**src/rtl/seg_pkg.sv**
```systemverilog
package seg_pkg;
  typedef enum logic [1:0] {
    SEG_CODE  = 2'd0,
    SEG_DATA  = 2'd1,
    SEG_EXTRA = 2'd2,
    SEG_STACK = 2'd3
  } seg_id_e;

  typedef enum logic [2:0] {
    SRC_IPTR   = 3'd0,
    SRC_SPTR   = 3'd1,
    SRC_BPTR   = 3'd2,
    SRC_BASE   = 3'd3,
    SRC_SIDX   = 3'd4,
    SRC_STRDST = 3'd5,
    SRC_DIDX   = 3'd6,
    SRC_DISP   = 3'd7
  } ofs_src_e;

  localparam int NUM_SEGS = 4;
  localparam int SEL_W    = 2;
  localparam int SRC_W    = 3;
endpackage

```
**src/rtl/seg_regfile.sv**
```systemverilog
module seg_regfile #(
  parameter int NSEG  = 4,
  parameter int SEG_W = 16,
  localparam int IDX_W = $clog2(NSEG)
) (
  input  logic                        clk,
  input  logic                        rst_n,
  input  logic                        wr_en,
  input  logic [IDX_W-1:0]            wr_sel,
  input  logic [SEG_W-1:0]            wr_data,
  output logic [NSEG-1:0][SEG_W-1:0]  seg_q
);
  for (genvar g = 0; g < NSEG; g++) begin : g_reg
    logic hit;
    assign hit = wr_en && (wr_sel == IDX_W'(g));
    always_ff @(posedge clk or negedge rst_n) begin
      if (!rst_n)   seg_q[g] <= '0;
      else if (hit) seg_q[g] <= wr_data;
    end
  end


  wr_land_chk: assert property (@(posedge clk) disable iff (!rst_n)
    wr_en |=> (seg_q[$past(wr_sel)] == $past(wr_data)));


  hold_chk: assert property (@(posedge clk) disable iff (!rst_n)
    !wr_en |=> $stable(seg_q));
endmodule

```
**src/rtl/seg_selector.sv**
```systemverilog
module seg_selector
  import seg_pkg::*;
(
  input  logic [SRC_W-1:0] src,
  input  logic             ovr_en,
  input  logic [SEL_W-1:0] ovr_sel,
  output logic [SEL_W-1:0] seg_sel,
  output logic             ovr_taken
);
  function automatic seg_id_e default_seg(input logic [SRC_W-1:0] s);
    case (ofs_src_e'(s))
      SRC_IPTR:             return SEG_CODE;
      SRC_SPTR, SRC_BPTR:   return SEG_STACK;
      SRC_STRDST:           return SEG_EXTRA;
      default:              return SEG_DATA;
    endcase
  endfunction

  logic locked;
  assign locked    = (ofs_src_e'(src) == SRC_STRDST);
  assign ovr_taken = ovr_en && !locked;

  always_comb begin
    if (ovr_taken) seg_sel = ovr_sel;
    else           seg_sel = default_seg(src);
  end
endmodule

```
**src/rtl/seg_adder.sv**
```systemverilog
module seg_adder #(
  parameter int SEG_W = 16,
  parameter int OFF_W = 16,
  parameter int SHIFT = 4,
  localparam int ADDR_W = SEG_W + SHIFT
) (
  input  logic [SEG_W-1:0]  seg,
  input  logic [OFF_W-1:0]  ofs,
  output logic [ADDR_W-1:0] addr,
  output logic              wrap_evt
);
  function automatic logic [ADDR_W:0] full_sum(input logic [SEG_W-1:0] s,
                                                input logic [OFF_W-1:0] o);
    logic [ADDR_W:0] base;
    base = {1'b0, s, {SHIFT{1'b0}}};
    return base + (ADDR_W+1)'(o);
  endfunction

  logic [ADDR_W:0] sum;
  assign sum      = full_sum(seg, ofs);
  assign addr     = sum[ADDR_W-1:0];
  assign wrap_evt = sum[ADDR_W];
endmodule

```
**src/rtl/seg_addr_gen.sv**
```systemverilog
module seg_addr_gen
  import seg_pkg::*;
#(
  parameter int SEG_W = 16,
  parameter int OFF_W = 16,
  parameter int SHIFT = 4
) (
  input  logic                   clk,
  input  logic                   rst_n,
  input  logic                   seg_wr_en,
  input  logic [1:0]             seg_wr_sel,
  input  logic [SEG_W-1:0]       seg_wr_data,
  input  logic [2:0]             ofs_src,
  input  logic [OFF_W-1:0]       ofs_val,
  input  logic                   ovr_en,
  input  logic [1:0]             ovr_sel,
  output logic [SEG_W+SHIFT-1:0] phys_addr
);
  localparam int ADDR_W = SEG_W + SHIFT;

  logic [NUM_SEGS-1:0][SEG_W-1:0] seg_q;
  logic [SEL_W-1:0]               eff_seg;
  logic                           ovr_taken;
  logic [SEG_W-1:0]               seg_val;
  logic                           wrap_evt;

  seg_regfile #(.NSEG(NUM_SEGS), .SEG_W(SEG_W)) u_regs (
    .clk(clk), .rst_n(rst_n), .wr_en(seg_wr_en), .wr_sel(seg_wr_sel),
    .wr_data(seg_wr_data), .seg_q(seg_q)
  );

  seg_selector u_sel (
    .src(ofs_src), .ovr_en(ovr_en), .ovr_sel(ovr_sel),
    .seg_sel(eff_seg), .ovr_taken(ovr_taken)
  );

  assign seg_val = seg_q[eff_seg];

  seg_adder #(.SEG_W(SEG_W), .OFF_W(OFF_W), .SHIFT(SHIFT)) u_add (
    .seg(seg_val), .ofs(ofs_val), .addr(phys_addr), .wrap_evt(wrap_evt)
  );


  str_dest_chk: assert property (@(posedge clk) disable iff (!rst_n)
    (ofs_src == SRC_STRDST) |-> (eff_seg == SEG_EXTRA && !ovr_taken));


  override_chk: assert property (@(posedge clk) disable iff (!rst_n)
    (ovr_en && ofs_src != SRC_STRDST) |-> (eff_seg == ovr_sel));


  low_bits_chk: assert property (@(posedge clk) disable iff (!rst_n)
    phys_addr[SHIFT-1:0] == ofs_val[SHIFT-1:0]);


  wrap_chk: assert property (@(posedge clk) disable iff (!rst_n)
    wrap_evt |-> (phys_addr < {seg_val, {SHIFT{1'b0}}}));
endmodule

```
**config.mk**
```make
export PLATFORM = sky130hd
export DESIGN_NAME = seg_addr_gen
export DESIGN_NICKNAME = d
export VERILOG_FILES = /design/src/rtl/seg_pkg.sv /design/src/rtl/seg_regfile.sv /design/src/rtl/seg_selector.sv /design/src/rtl/seg_adder.sv /design/src/rtl/seg_addr_gen.sv
export SDC_FILE = /design/constraint.sdc
export NUM_CORES = 1
export LEC_CHECK = 0
export ABC_AREA = 0
export CAP_MARGIN = 20
export CELL_PAD_IN_SITES_DETAIL_PLACEMENT = 0
export CELL_PAD_IN_SITES_GLOBAL_PLACEMENT = 2
export CORE_MARGIN = 10
export CORE_UTILIZATION = 39
export CTS_BUF_LIST = sky130_fd_sc_hd__clkbuf_4
export CTS_CLUSTER_DIAMETER = 120
export DETAILED_ROUTE_END_ITERATION = 12
export PLACE_DENSITY_LB_ADDON = 0.08
export SYNTH_ARGS = -nofsm -noshare
export SYNTH_HDL_FRONTEND = slang
export SYNTH_SLANG_ARGS = --single-unit
```
**constraint.sdc**
```tcl
create_clock -name clk -period 7.7 [get_ports clk]
set_clock_uncertainty 0.05 [all_clocks]
set_input_delay 0.77 -clock clk [delete_from_list [all_inputs] [get_ports clk]]
set_output_delay 0.77 -clock clk [all_outputs]
set_load 0.02 [all_outputs]
```
==> results.txt <==
Total CTS buffers - 9
Post-CTS setup buffer count - 0
Die span in x - 115 um
Worst r2r path cells - 1
WP data arrival - 5100 ps
Post-synthesis register bit count - 64
Clk sink count - 64
Iteration-0 DRC Markers - 47
DRC Markers - 0
CP Data Required Time - 6880 ps
Predominant post-synthesis flop cell - dfrtp_1
Total detailed-routing wirelength - 7.86 mm
RSZ-0062 raised after global routing - false
P_leak - 1.86 nW
FF-to-FF Start - u_regs.seg_q[48]
Critical path's largest stage delay - 620 ps
CTS Hold Buffers Added - 0
Syn Nets - 339
Initial core utilization - 0.404
Fraction of layout cells with a size suffix above 1 - 0.314
Slowest CP cell - clkdlybuf4s50_1
Reg with most FFs - u_regs.seg_q
Area growth syn-to-layout - 21.9%
Die Footprint - 13300 um2
WL/cell - 17.5 um
Min cycle time layout - 5920 ps
Final hold violation count - 0
Count of final setup violators - 0
Setup TNS - 0 ps
Number of enable flip-flop cells after synthesis - 0
Worst-path fanout max - 32
PortBufs - 54
Clk buf depth - 2
Sequential cell area fraction in the yosys report - 0.451
WP buf/inv - 3
Max_cap viols - 0
Hold WC Path Type - register to register
Final #Nets - 392
Yosys warnings - 0
Crit. End Element - output pin
R2r endpoint - u_regs.seg_q[48]
Hold slack - 463 ps
Crit start category - primary input
RePlAce Congestion - 0.743
Initial antenna violation count - 0
GRT Residual Overflow - 0
Cell variety after synth - 37
CTS resizes - 0
DRT Pass-1 Iters - 4
Pin count of the biggest net entering global routing - 65
Fin crit share - 0.768
DPL Wire Length - 5.44 mm
Vias in the first global route - 2507
Max_slew headroom - 0.290
Die height - 115 um
Post-Syn Area - 3550 um2
Fmax - 0.169 GHz
Crit path depth - 15
I/O pin count - 63
Max reg flops - 64
Pwr per Cell Area - 264 nW/um2
Status - completed
Asr flop ratio synth - 1.00
Core Box Area - 8810 um2
Final core occ - 0.492
Mean area per synthesized cell - 12.6 um2
Via density - 5.23
Antenna cells - 0
Gr usage total - 0.120
Clock latency on the worst-skew pair - 390 ps
CP cell instances - clkdlybuf4s50_1, nor4_2, a311oi_4, buf_12, mux2_2, nor2_1, a21oi_1, ha_1, o211ai_1, o21ai_0, nor2_1, o311a_2, nor4_4, xor2_1, clkdlybuf4s50_1
Crit-path leading delay family - buffers and inverters
Worst setup path class - primary input to output pin
Worst Setup SP - ofs_src[0]
Post-DRT Antenna Nets - 0
Detailed-route via count - 2347
Cells after synthesis - 283
Worst Setup EP - phys_addr[19]
Worst VDD drop - 0.106 mV
Level count of the clock H-tree - 3
Site Rows - 34
Slew Viols, Final - 0
Largest regs - u_regs.seg_q (64)
Clock root buffer - clkbuf_4
R2r setup slk - 6870 ps
Reg clk slew, reported paths - 100 ps
First-pass GRT wire length - 12.7 mm
CTS tree - yes
Worst slew pin tran - 1060 ps
[worst min-delay path by stage]
| stage | startpoint | to | slack [ps] | depth (start not counted) |
|---|---|---|---|---|
| global route | u_regs.seg_q[20] | u_regs.seg_q[20] | 470 | 1 |
| floorplan | rst_n | u_regs.seg_q[0] | 420 | 0 |
| detailed placement | u_regs.seg_q[26] | u_regs.seg_q[26] | 440 | 1 |
| CTS | u_regs.seg_q[37] | u_regs.seg_q[37] | 460 | 1 |
| global placement | u_regs.seg_q[24] | u_regs.seg_q[24] | 430 | 1 |
| finish | u_regs.seg_q[8] | u_regs.seg_q[8] | 460 | 1 |
[per-layer routing]
| metal | GRT usage | routed length (um) | vias to the layer above |
|---|---|---|---|
| li1 | - | - | 1148 |
| met1 | 0.153 | 3700 | 1142 |
| met2 | 0.190 | 3550 | 48 |
| met3 | 0.0362 | 511 | 9 |
| met4 | 0.0456 | 98 | 0 |
| met5 | 0 | 0 | - |
[placed cells by master (no fill, tap or decap), drive strengths merged, types with 3 or more instances in the layout]
cell type / count
o211ai: 3
mux2i: 19
clkdlybuf4s50: 53
ha: 12
o21ai: 4
xnor2: 8
clkinv: 4
xor2: 6
inv: 3
a21o: 4
buf: 3
dfrtp: 64
mux2: 80
clkbuf: 9
a21oi: 20
nand2: 3
nor2: 17
[where the power goes]
group | internal, mW | switching [mW]
Sequential | 0.399 | 0.0297
Combinational | 0.243 | 0.225
Clock | 0.129 | 0.118
Total | 0.771 | 0.373
[cell type report]
cell class / instances / area (um2)
Clock buffer: 9 / 67.6
Clock inverter: 7 / 86.3
Fill cell: 812 / 4470
Inverter: 3 / 11.3
Multi-Input combinational cell: 202 / 1870
Sequential cell: 64 / 1600
Tap cell: 108 / 135
Timing Repair Buffer: 56 / 563
[synthesized netlist by cell type (all sizes together), types with 3 or more instances]
cell    count  area [um2]
o21ai       4        20.0
dfrtp      64        1600
ha         12         150
clkbuf      6        22.5
mux2i      19         190
xor2        6        52.6
inv         3        11.3
buf         8        61.3
xnor2       8        70.1
nor2       17        63.8
nand2       3        11.3
a21o        4        30.0
a21oi      20         100
mux2       80         905
o211ai      3        22.5
[kinds of logic after synthesis]
kind of cell | share of synthesized area
AOI/OAI and AO/OA | 0.0820
buffers and inverters | 0.0267
DFF | 0.451
xor gates and xnor gates | 0.0345
muxes | 0.308
adders and majority gates | 0.0479
and+or+nand+nor | 0.0503
[through the flow]
step           setup slack (ps)  instances  cell area [um2]  total power [mW]
6_report                   1780        449             4330              1.14
5_1_grt                    1470        449             4330              1.22
4_1_cts                    1720        449             4330              1.16
3_5_place_dp               1750        433             4180             0.909
3_3_place_gp               1740        433             4180             0.905
2_1_floorplan              2810        283             3550             0.736
Power figures use the tool's default switching activity.
